### src/rtl/uart_hostreg_pkg.sv
// Package: shared widths, register addresses and status layout for the UART
// host register file. Assumes an 8-bit bus and a two-byte divisor.
package uart_hostreg_pkg;
    localparam int ADDR_W    = 3;
    localparam int DW        = 8;
    localparam int DIV_BYTES = 2;
    localparam int DIV_W     = DW * DIV_BYTES;

    localparam logic [ADDR_W-1:0] A_DATA  = 3'd0;
    localparam logic [ADDR_W-1:0] A_IEN   = 3'd1;
    localparam logic [ADDR_W-1:0] A_FCTL  = 3'd2;
    localparam logic [ADDR_W-1:0] A_LCTL  = 3'd3;
    localparam logic [ADDR_W-1:0] A_LSTAT = 3'd5;

    localparam int LCTL_DIVSEL = 7;
    localparam int FCTL_EN     = 0;
    localparam int FCTL_RXCLR  = 1;
    localparam int FCTL_TXCLR  = 2;

    // Sticky receive error flags; packed order sets status bits 4..1.
    typedef struct packed {
        logic brk;
        logic frm;
        logic par;
        logic ovr;
    } err_flags_t;
endpackage

### src/rtl/uart_baud_gen.sv
// Module: divides the system clock by a programmable divisor and emits a
// one-cycle enable every DIV cycles. Assumes divisor changes only together
// with a reload pulse. A divisor of 0 holds the counter and the enable low.
module uart_baud_gen
    import uart_hostreg_pkg::*;
(
    input  logic             clk,
    input  logic             rst_n,
    input  logic [DIV_W-1:0] divisor,
    input  logic             reload,
    output logic             tick
);
    localparam logic [DIV_W-1:0] ONE = DIV_W'(1);

    logic [DIV_W-1:0] cnt;

    // Enable when the count reaches the last step of the period.
    assign tick = (divisor != '0) && (cnt == divisor - ONE);

    // Advance the count, wrapping on the enable or restarting on reload.
    always_ff @(posedge clk) begin
        if (!rst_n)
            cnt <= '0;
        else if (reload || (divisor == '0) || tick)
            cnt <= '0;
        else
            cnt <= cnt + ONE;
    end

    // a divisor write restarts the period from zero.
    p_reload_restart_r6: assert property (@(posedge clk) disable iff (!rst_n)
        reload |=> (cnt == '0));

    // after an enable the next cycle is quiet unless the divisor is 1.
    p_tick_gap_r5: assert property (@(posedge clk) disable iff (!rst_n)
        (tick && !reload && (divisor != ONE)) |=> !tick);

    // a zero divisor keeps the counter parked.
    p_zero_div_parked_r5: assert property (@(posedge clk) disable iff (!rst_n)
        (divisor == '0) |=> (cnt == '0));
endmodule

### src/rtl/uart_cfg_regs.sv
// Module: configuration storage of the host register file: line control,
// interrupt enable, divisor bytes and FIFO control. Assumes one write strobe
// per access. Divisor bytes are selected by line-control bit 7.
module uart_cfg_regs
    import uart_hostreg_pkg::*;
(
    input  logic              clk,
    input  logic              rst_n,
    input  logic              reg_wr,
    input  logic [ADDR_W-1:0] reg_addr,
    input  logic [DW-1:0]     reg_wdata,
    output logic [DW-1:0]     lcr,
    output logic [DW-1:0]     ier,
    output logic [DIV_W-1:0]  divisor,
    output logic              div_reload,
    output logic              fifo_en,
    output logic              rx_clr,
    output logic              tx_clr
);
    logic                 div_sel;
    logic                 lcr_wr;
    logic                 ier_wr;
    logic                 fcr_wr;
    logic [DIV_BYTES-1:0] byte_wr;

    assign div_sel = lcr[LCTL_DIVSEL];
    assign lcr_wr  = reg_wr && (reg_addr == A_LCTL);
    assign ier_wr  = reg_wr && (reg_addr == A_IEN) && !div_sel;
    assign fcr_wr  = reg_wr && (reg_addr == A_FCTL);

    // One storage byte per divisor byte, each at its own low address.
    for (genvar b = 0; b < DIV_BYTES; b++) begin : g_div
        logic [DW-1:0] byte_q;

        assign byte_wr[b] = reg_wr && div_sel && (reg_addr == ADDR_W'(b));
        assign divisor[b*DW +: DW] = byte_q;

        // Hold one divisor byte.
        always_ff @(posedge clk) begin
            if (!rst_n)
                byte_q <= '0;
            else if (byte_wr[b])
                byte_q <= reg_wdata;
        end
    end

    assign div_reload = |byte_wr;

    // Hold the line-control byte.
    always_ff @(posedge clk) begin
        if (!rst_n)
            lcr <= '0;
        else if (lcr_wr)
            lcr <= reg_wdata;
    end

    // Hold the interrupt-enable byte.
    always_ff @(posedge clk) begin
        if (!rst_n)
            ier <= '0;
        else if (ier_wr)
            ier <= reg_wdata;
    end

    // Store the FIFO enable and form the self-clearing clear pulses.
    always_ff @(posedge clk) begin
        if (!rst_n) begin
            fifo_en <= 1'b0;
            rx_clr  <= 1'b0;
            tx_clr  <= 1'b0;
        end else begin
            rx_clr <= fcr_wr && reg_wdata[FCTL_RXCLR];
            tx_clr <= fcr_wr && reg_wdata[FCTL_TXCLR];
            if (fcr_wr)
                fifo_en <= reg_wdata[FCTL_EN];
        end
    end

    // line control changes only through its own address.
    p_lcr_hold_r2: assert property (@(posedge clk) disable iff (!rst_n)
        !lcr_wr |=> $stable(lcr));

    // with divisor access selected the interrupt-enable byte is frozen.
    p_ier_frozen_r3: assert property (@(posedge clk) disable iff (!rst_n)
        div_sel |=> $stable(ier));

    // the divisor only moves on a divisor byte write.
    p_div_hold_r3: assert property (@(posedge clk) disable iff (!rst_n)
        !div_reload |=> $stable(divisor));

    // a clear pulse lasts one cycle when no new control write follows.
    p_rxclr_single_r7: assert property (@(posedge clk) disable iff (!rst_n)
        (rx_clr && !fcr_wr) |=> !rx_clr);
    p_txclr_single_r7: assert property (@(posedge clk) disable iff (!rst_n)
        (tx_clr && !fcr_wr) |=> !tx_clr);
endmodule

### src/rtl/uart_lsr_track.sv
// Module: assembles the line status byte from live ready/empty levels and
// sticky error flags. Assumes error events are single-cycle pulses. Set
// takes priority over a clear in the same cycle.
module uart_lsr_track
    import uart_hostreg_pkg::*;
(
    input  logic       clk,
    input  logic       rst_n,
    input  err_flags_t events,
    input  logic       clr,
    input  logic       rx_ready,
    input  logic       thr_empty,
    output logic [DW-1:0] status
);
    err_flags_t flags;

    // Accumulate error events; a status read wipes older ones.
    always_ff @(posedge clk) begin
        if (!rst_n)
            flags <= '0;
        else
            flags <= (clr ? err_flags_t'('0) : flags) | events;
    end

    // Place the live levels around the sticky flags.
    assign status = {2'b00, thr_empty, flags, rx_ready};

    // every event leaves its flag set in the next cycle.
    p_event_sticks_r8: assert property (@(posedge clk) disable iff (!rst_n)
        (events != '0) |=> ((flags & $past(events)) == $past(events)));

    // a status read with no new event leaves all flags clear.
    p_read_clears_r9: assert property (@(posedge clk) disable iff (!rst_n)
        (clr && (events == '0)) |=> (flags == '0));

    // without a read, flags never drop.
    p_no_drop_r8: assert property (@(posedge clk) disable iff (!rst_n)
        !clr |=> ((flags & $past(flags)) == $past(flags)));
endmodule

### src/rtl/uart_host_regs.sv
// Module: top of the UART host register file. Decodes the host bus, returns
// read data combinationally and drives data-path strobes. Assumes reg_wr and
// reg_rd are never high together and each access lasts one cycle.
module uart_host_regs
    import uart_hostreg_pkg::*;
(
    input  logic        clk,
    input  logic        rst_n,
    input  logic [2:0]  reg_addr,
    input  logic [7:0]  reg_wdata,
    input  logic        reg_wr,
    input  logic        reg_rd,
    output logic [7:0]  reg_rdata,
    input  logic [7:0]  rx_byte,
    input  logic        rx_avail,
    input  logic        thr_empty,
    input  logic        ev_overrun,
    input  logic        ev_parity,
    input  logic        ev_framing,
    input  logic        ev_break,
    output logic        tx_push,
    output logic [7:0]  tx_byte,
    output logic        rx_pop,
    output logic [7:0]  line_ctrl,
    output logic [7:0]  int_enable,
    output logic        fifo_enable,
    output logic        rx_fifo_clr,
    output logic        tx_fifo_clr,
    output logic        baud_x16_en
);
    logic [DIV_W-1:0] divisor;
    logic             div_reload;
    logic [DW-1:0]    status;
    logic             div_sel;
    logic             status_rd;
    err_flags_t       events;

    assign div_sel   = line_ctrl[LCTL_DIVSEL];
    assign status_rd = reg_rd && (reg_addr == A_LSTAT);
    assign events    = '{brk: ev_break, frm: ev_framing, par: ev_parity, ovr: ev_overrun};

    uart_cfg_regs u_cfg (
        .clk        (clk),
        .rst_n      (rst_n),
        .reg_wr     (reg_wr),
        .reg_addr   (reg_addr),
        .reg_wdata  (reg_wdata),
        .lcr        (line_ctrl),
        .ier        (int_enable),
        .divisor    (divisor),
        .div_reload (div_reload),
        .fifo_en    (fifo_enable),
        .rx_clr     (rx_fifo_clr),
        .tx_clr     (tx_fifo_clr)
    );

    uart_lsr_track u_lsr (
        .clk       (clk),
        .rst_n     (rst_n),
        .events    (events),
        .clr       (status_rd),
        .rx_ready  (rx_avail),
        .thr_empty (thr_empty),
        .status    (status)
    );

    uart_baud_gen u_baud (
        .clk     (clk),
        .rst_n   (rst_n),
        .divisor (divisor),
        .reload  (div_reload),
        .tick    (baud_x16_en)
    );

    // Data-path strobes on the shared low address.
    assign tx_push = reg_wr && (reg_addr == A_DATA) && !div_sel;
    assign rx_pop  = reg_rd && (reg_addr == A_DATA) && !div_sel;
    assign tx_byte = reg_wdata;

    // Select the read data for the addressed register.
    always_comb begin
        unique case (reg_addr)
            A_DATA:  reg_rdata = div_sel ? divisor[DW-1:0] : rx_byte;
            A_IEN:   reg_rdata = div_sel ? divisor[DIV_W-1:DW] : int_enable;
            A_LCTL:  reg_rdata = line_ctrl;
            A_LSTAT: reg_rdata = status;
            default: reg_rdata = '0;
        endcase
    end

    // a receive-clear request is answered in the next cycle.
    p_rxclr_follows_r7: assert property (@(posedge clk) disable iff (!rst_n)
        (reg_wr && (reg_addr == A_FCTL) && reg_wdata[FCTL_RXCLR]) |=> rx_fifo_clr);

    // a transmit push never coincides with a read strobe.
    p_push_not_read_r4: assert property (@(posedge clk) disable iff (!rst_n)
        tx_push |-> !reg_rd);
endmodule

### config.mk
export PLATFORM = sky130hd
export DESIGN_NAME = uart_host_regs
export DESIGN_NICKNAME = d
export VERILOG_FILES = /design/src/rtl/uart_hostreg_pkg.sv /design/src/rtl/uart_baud_gen.sv /design/src/rtl/uart_cfg_regs.sv /design/src/rtl/uart_lsr_track.sv /design/src/rtl/uart_host_regs.sv
export SDC_FILE = /design/constraint.sdc
export NUM_CORES = 1
export LEC_CHECK = 0
export BUFFER_PORTS_ARGS = -buffer_cell sky130_fd_sc_hd__buf_2
export CAP_MARGIN = 40
export CORE_ASPECT_RATIO = 1.1
export CORE_MARGIN = 4
export CORE_UTILIZATION = 39
export DETAILED_ROUTE_END_ITERATION = 8
export PLACE_DENSITY = 0.66
export RECOVER_POWER = 100
export SYNTH_ARGS = -nofsm -noshare
export SYNTH_HDL_FRONTEND = slang
export SYNTH_HIERARCHICAL = 1
export SYNTH_SLANG_ARGS = --single-unit
### constraint.sdc
create_clock -name clk -period 4.3 [get_ports clk]
set_input_delay 0.645 -clock clk [delete_from_list [all_inputs] [get_ports clk]]
set_output_delay 0.645 -clock clk [all_outputs]
set_load 0.05 [all_outputs]
## Yosys cells after proc, flatten, opt, wreduce, memory -nomap -nowiden

Index checks and enable logic that the tools add are counted.

- Logic and storage cells: 48
- Input port bits: 29
- Register bits: 55
- Output and inout bits: 38

- Reduce and logical (&&, ||, !) cells: 23
- Multiplexer cells: 4
- Eq/ne operators: 5
- Bitwise gates (word level): 2
- Add/subtract/negate cells: 2

Operators with widths:

| cell | number |
|---|---|
| 8-bit one-hot mux with 4 select lines | 1 |
| 16-bit by 1-bit adder with 16-bit output (second input constant) | 1 |
| 16-bit == test | 1 |
| 16-bit zero test | 1 |
| 8-bit two-way mux | 2 |
| 16-bit nonzero test | 1 |
| 16-bit by 1-bit subtractor with 16-bit output (second input constant) | 1 |
| 1-bit logical AND | 15 |
| 3-bit by 2-bit == test with 1-bit output (second input constant) | 2 |
| 4-bit two-way mux | 1 |
| 4-bit OR | 1 |
| 2-bit OR reduction | 2 |
| 3-bit by 1-bit == test with 1-bit output (second input constant) | 1 |
| 3-bit == test (second input constant) | 1 |
| 3-bit zero test | 1 |
| 1-bit logical OR | 2 |
| 1-bit zero test | 1 |
| 1-bit NOT | 1 |

## Depth between registers and ports, before layout

- Depth in word-level cells: 6
- Mapped depth: 11

## Hierarchy

The synthesis kept the hierarchy.

By module, submodules not included:

| module | area an instance (µm²) | times used | cells an instance |
|---|---|---|---|
| uart_cfg_regs | 1,280.0 | 1 | 128 |
| uart_baud_gen | 1,265.0 | 1 | 170 |
| uart_host_regs | 521.8 | 1 | 61 |
| uart_lsr_track | 168.9 | 1 | 17 |

## Least setup slack after synthesis

Ideal clock, no wire load.

- Path kind: register -> output
- From: register u_cfg.g_div[0].byte_q[0]
- To: output port baud_x16_en
- Arrival: 2.713 ns
- Path slack: 0.942 ns
- Stages on the path, launching flop included: 11
- Required time: 3.655 ns
- Cells stage by stage: dfxtp_1 inv_1 ha_1 nor4b_2 nand2_1 or4_4 xnor2_1 or4_1 and4b_1 buf_6 buf_8

- Longest elaborated chain between the ends: 3
- Elaborated cells on any way between the ends: 4

Ends and longest elaborated chain:

| what | RTL line | source |
|---|---|---|
| from (decl) | uart_cfg_regs.sv:33 | `logic [DW-1:0] byte_q;` |
| from (signal assigned) | uart_cfg_regs.sv:43 | `byte_q <= reg_wdata;` |
| 16-bit by 1-bit subtractor with 16-bit output | uart_baud_gen.sv:18 | `assign tick = (divisor != '0) && (cnt == divisor - ONE);` |
| 16-bit == test | uart_baud_gen.sv:18 |  |
| 1-bit logical AND (*) | uart_baud_gen.sv:18 |  |
| to (decl) | uart_host_regs.sv:29 | `output logic baud_x16_en` |

Every way passes the cells marked *; elsewhere a longest branch is shown, timed or not.

## Worst setup path in the final report

Same ends and word-level chain as after synthesis.

==> metrics.md <==
| Metric | Value |
|---|---|
| Ys Warns | `6` |
| Mapped Cells | `376` |
| Startpoint Class | `register` |
| Die Footprint | `9819 um^2` |
| Initial antenna violation count | `0` |
| CTS tree | `yes` |
| Clock latency on the worst-skew pair | `0.32 ns` |
| Inst Count DP | `521` |
| Final hold vios | `0` |
| Failing checks | `max-capacitance violations, max-slew violations` |
| Post-CTS setup buffer count | `0` |
| CTS H-tree lvls | `2` |
| Critical Path Most Common Cell | `or4_1` |
| Tightest Pin Transition | `2.038 ns` |
| Sequential area share after synthesis | `34.03%` |
| Slew Limit Fails | `50` |
| Core area | `7998 um^2` |
| Vias | `2798` |
| CTS resizes | `0` |
| Slew margin rel. | `-35.88%` |
| Commonest non-fill, non-tap cell in the layout | `nand2_1` |
| Power Density | `268.3 nW/um^2` |
| Static Leak | `1.390 nW` |
| DR vias/cell | `5.289` |
| Worst-path fanout max | `7` |
| #FFs+latches synth | `55` |
| Synth Cell Area | `3236 um^2` |
| Die width | `94.85 um` |
| Async S/R FF share, synth | `0%` |
| DR pass1 iterations | `4` |
| Cell Count, Final, Fillers Out | `529` |
| HP Class | `reg2reg` |
| Tot GR Track Use | `17.26%` |
| Crit-path slowest cell | `or4_1` |
| Min Tclk post-route | `3.890 ns` |
| Run status | `finished, violations left` |
| 1st-iter DRT viols | `133` |
| Avg WL per Cell | `15.43 um` |
| Layout cells sized above 1 | `12.35%` |
| CTS Sinks | `55` |
| DP HPWL | `6096 um` |
| Die Ht | `103.5 um` |
| Crit path kind | `reg2out` |
| GPL Wtd Cong | `0.7970` |
| Largest net degree at the start of global routing | `50` |
| Count of input and output buffers | `66` |
| Site row count | `34` |
| Clock-pin slew on the worst setup and hold paths | `0.11 ns` |
| Critical path arrival | `3.24 ns` |
| Antenna-violating nets left | `0` |
| Synth unique cells | `44` |
| CP Capture Type | `primary output` |
| Max incr delay on CP | `0.51 ns` |
| # DRC | `0` |
| Initial Util | `40.46%` |
| CP cell instances | `inv_1, ha_1, nor4b_2, nand2_1, or4_1, xnor2_1, or4_1, and4b_1, clkbuf_2` |
| Total CTS buffers | `5` |
| Most frequent cells in the layout | `nand2_1, dfxtp_1, clkbuf_1` |
| Max cap viols | `1` |
| Clock Skews | `0.008531 ns` |
| Routed WL | `8163 um` |
| Antenna cells | `0` |
| Ys flop type | `dfxtp_1` |
| Area growth syn-to-layout | `9.165%` |
| First-pass GRT wire length | `13670 um` |
| Root Driver | `clkbuf_8` |
| Fillers | `850` |
| EDFF count, synth | `0` |
| # nets final | `451` |
| Vias in the first global route | `2772` |
| Max VDD drop | `0.1478 mV` |
| Clock Path Buffers | `2` |
| Max Fclk | `257.1 MHz` |
| Grt ovf | `0` |
| CP required | `3.65 ns` |
| Final setup violation count | `0` |
| RSZ-0062 raised after global routing | `no` |
| Setup Total Neg Slack | `0 ns` |
| Tcrit/Tclk final | `90.46%` |
| Hold buffer count at cts | `0` |
| I/O pins | `67` |
| Syn Area/Cell | `8.605 um^2` |
[per-layer routing]
layer	GRT usage, %	part of all wire [%]	vias up
met4	5.464	1.6	0
met2	28.26	49	86
met1	22.90	45	1302
li1	-	-	1400
met5	0	0	-
met3	2.901	5.1	10
[worst max-delay path: cells and delay by family (launching register included)]
kind                       cells  cell delay [ns]
xor gates and xnor gates       1             0.13
adders and majority gates      1             0.24
buffers and inverters          2             0.37
DFF                            1             0.37
and+or+nand+nor                5             1.82
[registers in the layout, summed over array words and instances (netlist names)]
register	count
u_cfg/fifo_en	1
u_cfg/rx_clr	1
u_cfg/g_div.byte_q	16
u_lsr/status	4
u_baud/cnt	16
u_cfg/tx_clr	1
u_cfg/lcr	8
u_cfg/ier	8
[synthesized netlist by cell type (7+ instances only)]
cell type  count  area (um^2)
nand2_1       60        225.2
dfxtp_1       55         1101
mux2i_1       32        320.3
nor2_1        31        116.4
xnor2_1       26        227.7
nand3_1       17        85.08
buf_4         12        90.09
o21ai_0       11        55.05
a221o_1        8        80.08
a22o_1         8        70.07
mux2_2         8        90.09
xor2_1         8        70.07
clkbuf_1       7        26.28
nor2b_1        7        43.79
nor3_1         7        35.03
[logic make-up after synthesis]
group	after synthesis	share of synthesized area, %
AOI/OAI and AO/OA	46	10.44
xor gates and xnor gates	34	9.204
adders and majority gates	2	0.7733
buffers and inverters	38	7.773
DFF	55	34.03
muxes	40	12.68
other	1	0.1159
and+or+nand+nor	160	24.98
[final timing paths]
check	from	to	slack, ns	cells after the start
setup / recovery	u_cfg/g_div[0].byte_q[0]	baud_x16_en	0.41	9
hold / removal	u_cfg/fifo_en	u_cfg/fifo_en	0.48	2
setup reg to reg	u_cfg/g_div[0].byte_q[0]	u_baud/cnt[15]	0.87	10
hold reg to reg	u_cfg/fifo_en	u_cfg/fifo_en	0.48	2
[area by class of cell]
type	instances	area, um^2	share of cell area, %
Inverter	4	15.01	0.4251
Tap cell	108	135.1	3.826
Sequential cell	55	1101	31.17
Multi-Input combinational cell	284	1883	53.31
Clock inverter	2	16.27	0.4605
Clock buffer	6	72.57	2.055
Timing Repair Buffer	70	309.0	8.750
[stage by stage]
stage	util [%]	area [um^2]	hold WS [ns]	worst slack [ns]	total power [mW]
finish	44.16	3532	0.4846	0.4104	0.9477
global route	44.16	3532	0.4932	0.1382	0.9806
CTS	44.85	3587	0.4875	0.4041	0.9625
detailed placement	43.74	3498	0.4703	0.7577	0.6592
global placement	43.74	3498	0.4446	0.7970	0.6583
floorplan	-	3239	0.4633	0.9417	0.6286
[where the power goes]
| part | internal, mW | switching, mW |
|---|---|---|
| Clock | 0.118 | 0.185 |
| Combinational | 0.0343 | 0.0900 |
| Sequential | 0.516 | 0.00451 |
| Total | 0.668 | 0.280 |
No activity file was read; power rests on OpenSTA's default activity.
